File: src/rtl/smm_guard_pkg.sv
package smm_guard_pkg;
  localparam logic [7:0] CODE_QUERY = 8'hFF;
  localparam logic [7:0] CODE_READY = 8'h01;
  localparam logic [7:0] CODE_SEALED = 8'h02;
  localparam int SEAL_BIT = 1;

  typedef enum logic [1:0] {
    ST_OPEN,
    ST_ARMED,
    ST_SEALED
  } guard_state_t;

  typedef struct packed {
    logic sealOn;
  } guard_cmd_t;
endpackage

File: src/rtl/smm_guard_ctrl.sv
module smm_guard_ctrl
  import smm_guard_pkg::*;
#(
  parameter int CFG_AW = 8,
  parameter logic [CFG_AW-1:0] REG_OFF = 'h9C
) (
  input  logic              clk,
  input  logic              rst,
  input  logic              featureEn,
  input  logic [CFG_AW-1:0] cfgAddr,
  input  logic              cfgWe,
  input  logic [7:0]        cfgWdata,
  output logic [7:0]        cfgRdata,
  output guard_cmd_t        cmd
);
  guard_state_t state;
  logic regHit;
  logic regWr;
  logic [7:0] regVal;

  assign regHit = (cfgAddr == REG_OFF);
  assign regWr = regHit && cfgWe && featureEn;

  always_ff @(posedge clk) begin
    if (rst) begin
      state <= ST_OPEN;
    end else if (regWr) begin
      case (state)
        ST_OPEN:  if (cfgWdata == CODE_QUERY) state <= ST_ARMED;
        ST_ARMED: if (cfgWdata[SEAL_BIT]) state <= ST_SEALED;
        default:  state <= state;
      endcase
    end
  end

  always_comb begin
    case (state)
      ST_ARMED:  regVal = CODE_READY;
      ST_SEALED: regVal = CODE_SEALED;
      default:   regVal = 8'h00;
    endcase
  end

  assign cfgRdata = regHit ? regVal : 8'h00;
  assign cmd.sealOn = (state == ST_SEALED);
endmodule

File: src/rtl/smm_guard_path.sv
module smm_guard_path
  import smm_guard_pkg::*;
#(
  parameter int ADDR_W = 32,
  parameter int DATA_W = 32,
  parameter logic [ADDR_W-1:0] WIN_BASE = 'h30000,
  parameter logic [ADDR_W-1:0] WIN_SIZE = 'h20000
) (
  input  guard_cmd_t        cmd,
  input  logic [ADDR_W-1:0] memAddr,
  input  logic              memRd,
  input  logic              memWr,
  input  logic [DATA_W-1:0] memWdata,
  input  logic              memSmm,
  output logic [DATA_W-1:0] memRdata,
  output logic [ADDR_W-1:0] ramAddr,
  output logic              ramRd,
  output logic              ramWr,
  output logic [DATA_W-1:0] ramWdata,
  input  logic [DATA_W-1:0] ramRdata
);
  localparam logic [ADDR_W-1:0] WIN_LAST = WIN_BASE + WIN_SIZE - 1'b1;

  logic inWin;
  logic block;

  assign inWin = (memAddr >= WIN_BASE) && (memAddr <= WIN_LAST);
  assign block = cmd.sealOn && inWin && !memSmm;

  assign ramAddr  = memAddr;
  assign ramWdata = memWdata;
  assign ramRd    = memRd && !block;
  assign ramWr    = memWr && !block;
  assign memRdata = block ? '1 : ramRdata;
endmodule

File: src/rtl/smm_window_guard.sv
module smm_window_guard
  import smm_guard_pkg::*;
#(
  parameter int ADDR_W = 32,
  parameter int DATA_W = 32,
  parameter int CFG_AW = 8,
  parameter logic [CFG_AW-1:0] REG_OFF = 'h9C,
  parameter logic [ADDR_W-1:0] WIN_BASE = 'h30000,
  parameter logic [ADDR_W-1:0] WIN_SIZE = 'h20000
) (
  input  logic              clk,
  input  logic              rst,
  input  logic              featureEn,
  input  logic [CFG_AW-1:0] cfgAddr,
  input  logic              cfgWe,
  input  logic [7:0]        cfgWdata,
  output logic [7:0]        cfgRdata,
  input  logic [ADDR_W-1:0] memAddr,
  input  logic              memRd,
  input  logic              memWr,
  input  logic [DATA_W-1:0] memWdata,
  input  logic              memSmm,
  output logic [DATA_W-1:0] memRdata,
  output logic [ADDR_W-1:0] ramAddr,
  output logic              ramRd,
  output logic              ramWr,
  output logic [DATA_W-1:0] ramWdata,
  input  logic [DATA_W-1:0] ramRdata
);
  guard_cmd_t cmd;

  smm_guard_ctrl #(.CFG_AW(CFG_AW), .REG_OFF(REG_OFF)) u_ctrl (
    .clk(clk), .rst(rst), .featureEn(featureEn),
    .cfgAddr(cfgAddr), .cfgWe(cfgWe), .cfgWdata(cfgWdata),
    .cfgRdata(cfgRdata), .cmd(cmd)
  );

  smm_guard_path #(
    .ADDR_W(ADDR_W), .DATA_W(DATA_W), .WIN_BASE(WIN_BASE), .WIN_SIZE(WIN_SIZE)
  ) u_path (
    .cmd(cmd), .memAddr(memAddr), .memRd(memRd), .memWr(memWr),
    .memWdata(memWdata), .memSmm(memSmm), .memRdata(memRdata),
    .ramAddr(ramAddr), .ramRd(ramRd), .ramWr(ramWr),
    .ramWdata(ramWdata), .ramRdata(ramRdata)
  );
endmodule

File: config.mk
export PLATFORM = sky130hd
export DESIGN_NAME = smm_window_guard
export DESIGN_NICKNAME = d
export VERILOG_FILES = /design/src/rtl/smm_guard_pkg.sv /design/src/rtl/smm_guard_ctrl.sv /design/src/rtl/smm_guard_path.sv /design/src/rtl/smm_window_guard.sv
export SDC_FILE = /design/constraint.sdc
export NUM_CORES = 1
export LEC_CHECK = 0
export CAP_MARGIN = 40
export CORE_MARGIN = 8
export CORE_UTILIZATION = 20
export DETAILED_ROUTE_END_ITERATION = 8
export MAX_ROUTING_LAYER = met4
export PLACE_DENSITY = 0.93
export SYNTH_ARGS = -nofsm -noshare
export SYNTH_HDL_FRONTEND = slang
export SYNTH_HIERARCHICAL = 1
export SYNTH_SLANG_ARGS = --single-unit
File: constraint.sdc
create_clock -name clk -period 1.97 [get_ports clk]
set_clock_uncertainty 0.2 [all_clocks]
set_input_delay 0.2955 -clock clk [delete_from_list [all_inputs] [get_ports clk]]
set_output_delay 0.2955 -clock clk [all_outputs]
set_load 0.01 [all_outputs]
==> impl_table.tex <==
\begin{tabular}{lr}
\hline
Metric & Value \\
\hline
\multicolumn{2}{l}{\textbf{Yosys}} \\
Count of state elements after synthesis & 2 \\
Main synth FF type & sky130\_fd\_sc\_hd\_\_dfxtp\_1 \\
Part of the Yosys area used for sequential elements & 3.33\% \\
Distinct cell type count after synthesis & 26 \\
Most frequent cell after synthesis & sky130\_fd\_sc\_hd\_\_buf\_4 \\
Synth top cells by count & sky130\_fd\_sc\_hd\_\_buf\_4 (73), sky130\_fd\_sc\_hd\_\_o21bai\_2 (30), sky130\_fd\_sc\_hd\_\_buf\_6 (3) \\
Synthesized instance count & 137 \\
Number of synthesis warnings & 6 \\
Post-Synthesis Cell Area & 1200 um\^{}2 \\
Fraction of registers with async set/reset & 0\% \\
Synthesized area divided by synthesized cell count & 8.78 um\^{}2 \\
Area share of the largest cell type after synthesis & 45.6\% \\
Cell types with the largest area share after synthesis & sky130\_fd\_sc\_hd\_\_buf\_4 (46\%), sky130\_fd\_sc\_hd\_\_o21bai\_2 (28\%), sky130\_fd\_sc\_hd\_\_dfxtp\_1 (3.3\%), sky130\_fd\_sc\_hd\_\_buf\_6 (2.8\%), sky130\_fd\_sc\_hd\_\_and4bb\_2 (2.1\%) \\
Post-synthesis cell type with the largest combined area & sky130\_fd\_sc\_hd\_\_buf\_4 \\
EDFF count, synth & 0 \\
\multicolumn{2}{l}{\textbf{Routing}} \\
Remaining antenna violation count & 0 \\
Detailed router's first-iteration violation count & 16 \\
Detailed Route WL & 5020 um \\
Wire per inst & 17.1 um \\
Drt via density & $\sim$4.2 \\
Drt first pass iters & 2 \\
Drt drc & 0 \\
DR vias & 1,229 \\
\multicolumn{2}{l}{\textbf{Floorplanning}} \\
\# IOs & roughly 230 \\
Placeable core region & approximately 5900 um\^{}2 \\
Initial core utilization & 20.6\% \\
Die Ht & 93.5 um \\
Die Outline Area & 8750 um\^{}2 \\
Row count & 28 \\
Die Width & 93.5 um \\
\multicolumn{2}{l}{\textbf{Hold path}} \\
Worst hold path type & reg -> reg \\
Startpoint of the most critical hold path & u\_ctrl/state[1] \\
Worst hold stages & 3 \\
Hold Path End & u\_ctrl/state[1] \\
\multicolumn{2}{l}{\textbf{Clocking}} \\
Clock tree from TritonCTS & done \\
Clock insertion delay at the later pin of the skew report & roughly 0.21 ns \\
Clk buf depth & 2 \\
H-tree depth reported by CTS & 1 \\
CTS buffer count & 3 \\
Post-cts hold buffer count & 0 \\
Clock sink total & 2 \\
Clock transition at the registers of the reported paths & 0.03 ns \\
Root buf cell & sky130\_fd\_sc\_hd\_\_clkbuf\_8 \\
\multicolumn{2}{l}{\textbf{Final layout}} \\
Antenna diodes & 0 \\
Final std cell area, no fill & 2470 um\^{}2 \\
Area growth syn-to-layout & 105\% \\
Area taken by flip-flops and latches & 41.3 um\^{}2 \\
Final cell count without fillers & 293 \\
Area of combinational cells with multiple inputs & around 800 um\^{}2 \\
Most flops, register & u\_ctrl/state \\
Final-layout fill cell count & 558 \\
Largest registers & u\_ctrl/state x2 \\
Flip-flop count of the largest register after layout & 2 \\
Nets & between 300 and 400 \\
Final core utilization & 42.2\% \\
Layout cells sized above 1 & between 40\% and 50\% \\
\multicolumn{2}{l}{\textbf{Critical path}} \\
Startpoint of the lowest-slack register-to-register path & u\_ctrl/state[0] \\
Worst path required time & 1.47 ns \\
Worst path slowest cell & sky130\_fd\_sc\_hd\_\_dfxtp\_2 \\
Signal arrival time at the worst endpoint & 1.68 ns \\
Start-to-end type of the worst setup path & reg -> out \\
Endpoint type of the worst setup path & output pin \\
Internal reg-to-reg setup slack & 0.61 ns \\
Reg2reg end & u\_ctrl/state[0] \\
Depth of the most critical reg-to-reg path & 3 \\
Critical Path Start Type & flop \\
Maximum single-stage delay on the critical path & 0.32 ns \\
Max Fanout on Critical Path & 6 \\
Ordered list of cells on the worst path & nor2b\_4 -> nor3b\_2 -> buf\_4 -> nand4\_4 -> buf\_6 -> buf\_12 -> o21bai\_1 -> buf\_2 \\
\multicolumn{2}{l}{\textbf{STA}} \\
Fin crit period & 2.18 ns \\
Total of endpoints with negative setup slack in the final report & 34 \\
Fmax & 459 MHz \\
Max Slew Vio Count & 0 \\
Smallest setup slack after layout & -0.207 ns \\
Setup repair after global routing missed its margin & true \\
Final Cycle Share & 111\% \\
Count of endpoints failing hold in the final timing report & 0 \\
\multicolumn{2}{l}{\textbf{Pwr}} \\
IR drop worst, VDD & 0.136 mV \\
Static power due to leakage & 1.05 nW \\
Power, Total & between 0.0006 and 0.0007 W \\
Areal power density over the cells & 254 nW/um\^{}2 \\
\multicolumn{2}{l}{\textbf{Global route}} \\
Global-route wire length before repair & 7210 um \\
Vias in the first global route & 1,397 \\
Total global routing overflow & 0 \\
Tot GR Track Use & 10.6\% \\
Maximum number of pins on one net before global-route repair & 11 \\
Number of antenna violations at the first check in global routing & 0 \\
\multicolumn{2}{l}{\textbf{Placed design}} \\
Detailed placement HPWL & 4040 um \\
Instance count after placement with tap cells included & approximately 280 \\
Area of placed instances & approximately 2100 um\^{}2 \\
Gpl congestion & 0.821 \\
PortBufs & 122 \\
\multicolumn{2}{l}{\textbf{Outcome}} \\
Result of the run & finished with violations \\
Failing checks & negative setup slack \\
\multicolumn{2}{l}{\textbf{Run}} \\
Max Cap Violations & 0 \\
\hline
\end{tabular}
## worst max path at each step
stage                          from      endpoint  slack, ns  cells past startpoint
floorplan           u_ctrl/state[1]  memRdata[10]       0.22                      5
global placement        memAddr[30]  memRdata[31]      -0.78                      6
detailed placement      memAddr[30]   memRdata[0]      -0.86                      6
CTS                 u_ctrl/state[1]  memRdata[31]      -0.25                      8
global route        u_ctrl/state[1]  memRdata[31]      -0.33                      8
finish              u_ctrl/state[1]  memRdata[31]      -0.21                      8
## cell type report
cell class | instances | share of cell area [%]
sequential | 2 | 1.67
clock buffer | 3 | 1.67
tap | 75 | 3.80
timing repair buffer | 149 | 60.6
multi-input combinational | 64 | 32.3
## timing repair
item / in CTS / in global routing
gates resized for setup: 203 / 17
gates cloned: 4 / 0
pin swaps: 6 / 1
setup buffers: 8 / 0
endpoints found under the setup margin: 37 / 36
## through the flow
step | setup TNS [ns] | hold slack (ns) | worst slack (ns)
floorplan | 0 | 0.168 | 0.217
global placement | -26.39 | 0.348 | -0.776
detailed placement | -27.41 | 0.387 | -0.862
CTS | -7.67 | 0.389 | -0.254
global route | -8.89 | 0.391 | -0.333
finish | -5.20 | 0.386 | -0.207
## critical path, delay by kind of cell (launching register included)
family	cells	cell delay (ns)
AND/OR/NAND/NOR	3	0.44
flip-flops	1	0.32
AO/OA/AOI/OAI	1	0.11
buffers and inverters	4	0.61
## power by group
group	switching, W	internal (W)
logic	0.000147	0.000283
registers	0.000000000154	0.0000409
clock network	0.0000275	0.000129
total	0.000175	0.000453
## per-layer routing
| metal | GRT usage (%) | share of wire, % | wire, um | up-vias |
|---|---|---|---|---|
| li1 | - | - | - | 560 |
| met1 | 9.16 | 31 | 1540 | 562 |
| met2 | 20.2 | 56 | 2830 | 85 |
| met3 | 3.69 | 10 | 503 | 22 |
| met4 | 4.62 | 2.7 | 136 | 0 |
| met5 | - | 0 | 0 | - |
## layout by cell type, fill, tap and decap left out, types with 2 or more instances in the layout
master and count:
sky130_fd_sc_hd__buf_12 5, sky130_fd_sc_hd__clkbuf_8 3, sky130_fd_sc_hd__o21bai_4 20, sky130_fd_sc_hd__nor2_1 2, sky130_fd_sc_hd__and4bb_2 2, sky130_fd_sc_hd__dlygate4sd2_1 15
sky130_fd_sc_hd__conb_1 6, sky130_fd_sc_hd__nand2_1 2, sky130_fd_sc_hd__clkdlybuf4s50_1 69, sky130_fd_sc_hd__and4b_1 2, sky130_fd_sc_hd__buf_6 24, sky130_fd_sc_hd__buf_4 15
sky130_fd_sc_hd__buf_2 14, sky130_fd_sc_hd__o21bai_1 2, sky130_fd_sc_hd__nor4_4 3, sky130_fd_sc_hd__o21bai_2 10, sky130_fd_sc_hd__o21a_1 2, sky130_fd_sc_hd__clkdlybuf4s15_1 3
## kinds of logic after synthesis
group,share of synthesized area [%]
AO/OA/AOI/OAI,31.8
flip-flops,3.33
buffers and inverters,48.4
multiplexers,0.832
other,0.312
AND/OR/NAND/NOR,15.3
(Power assumes the default switching activity.)
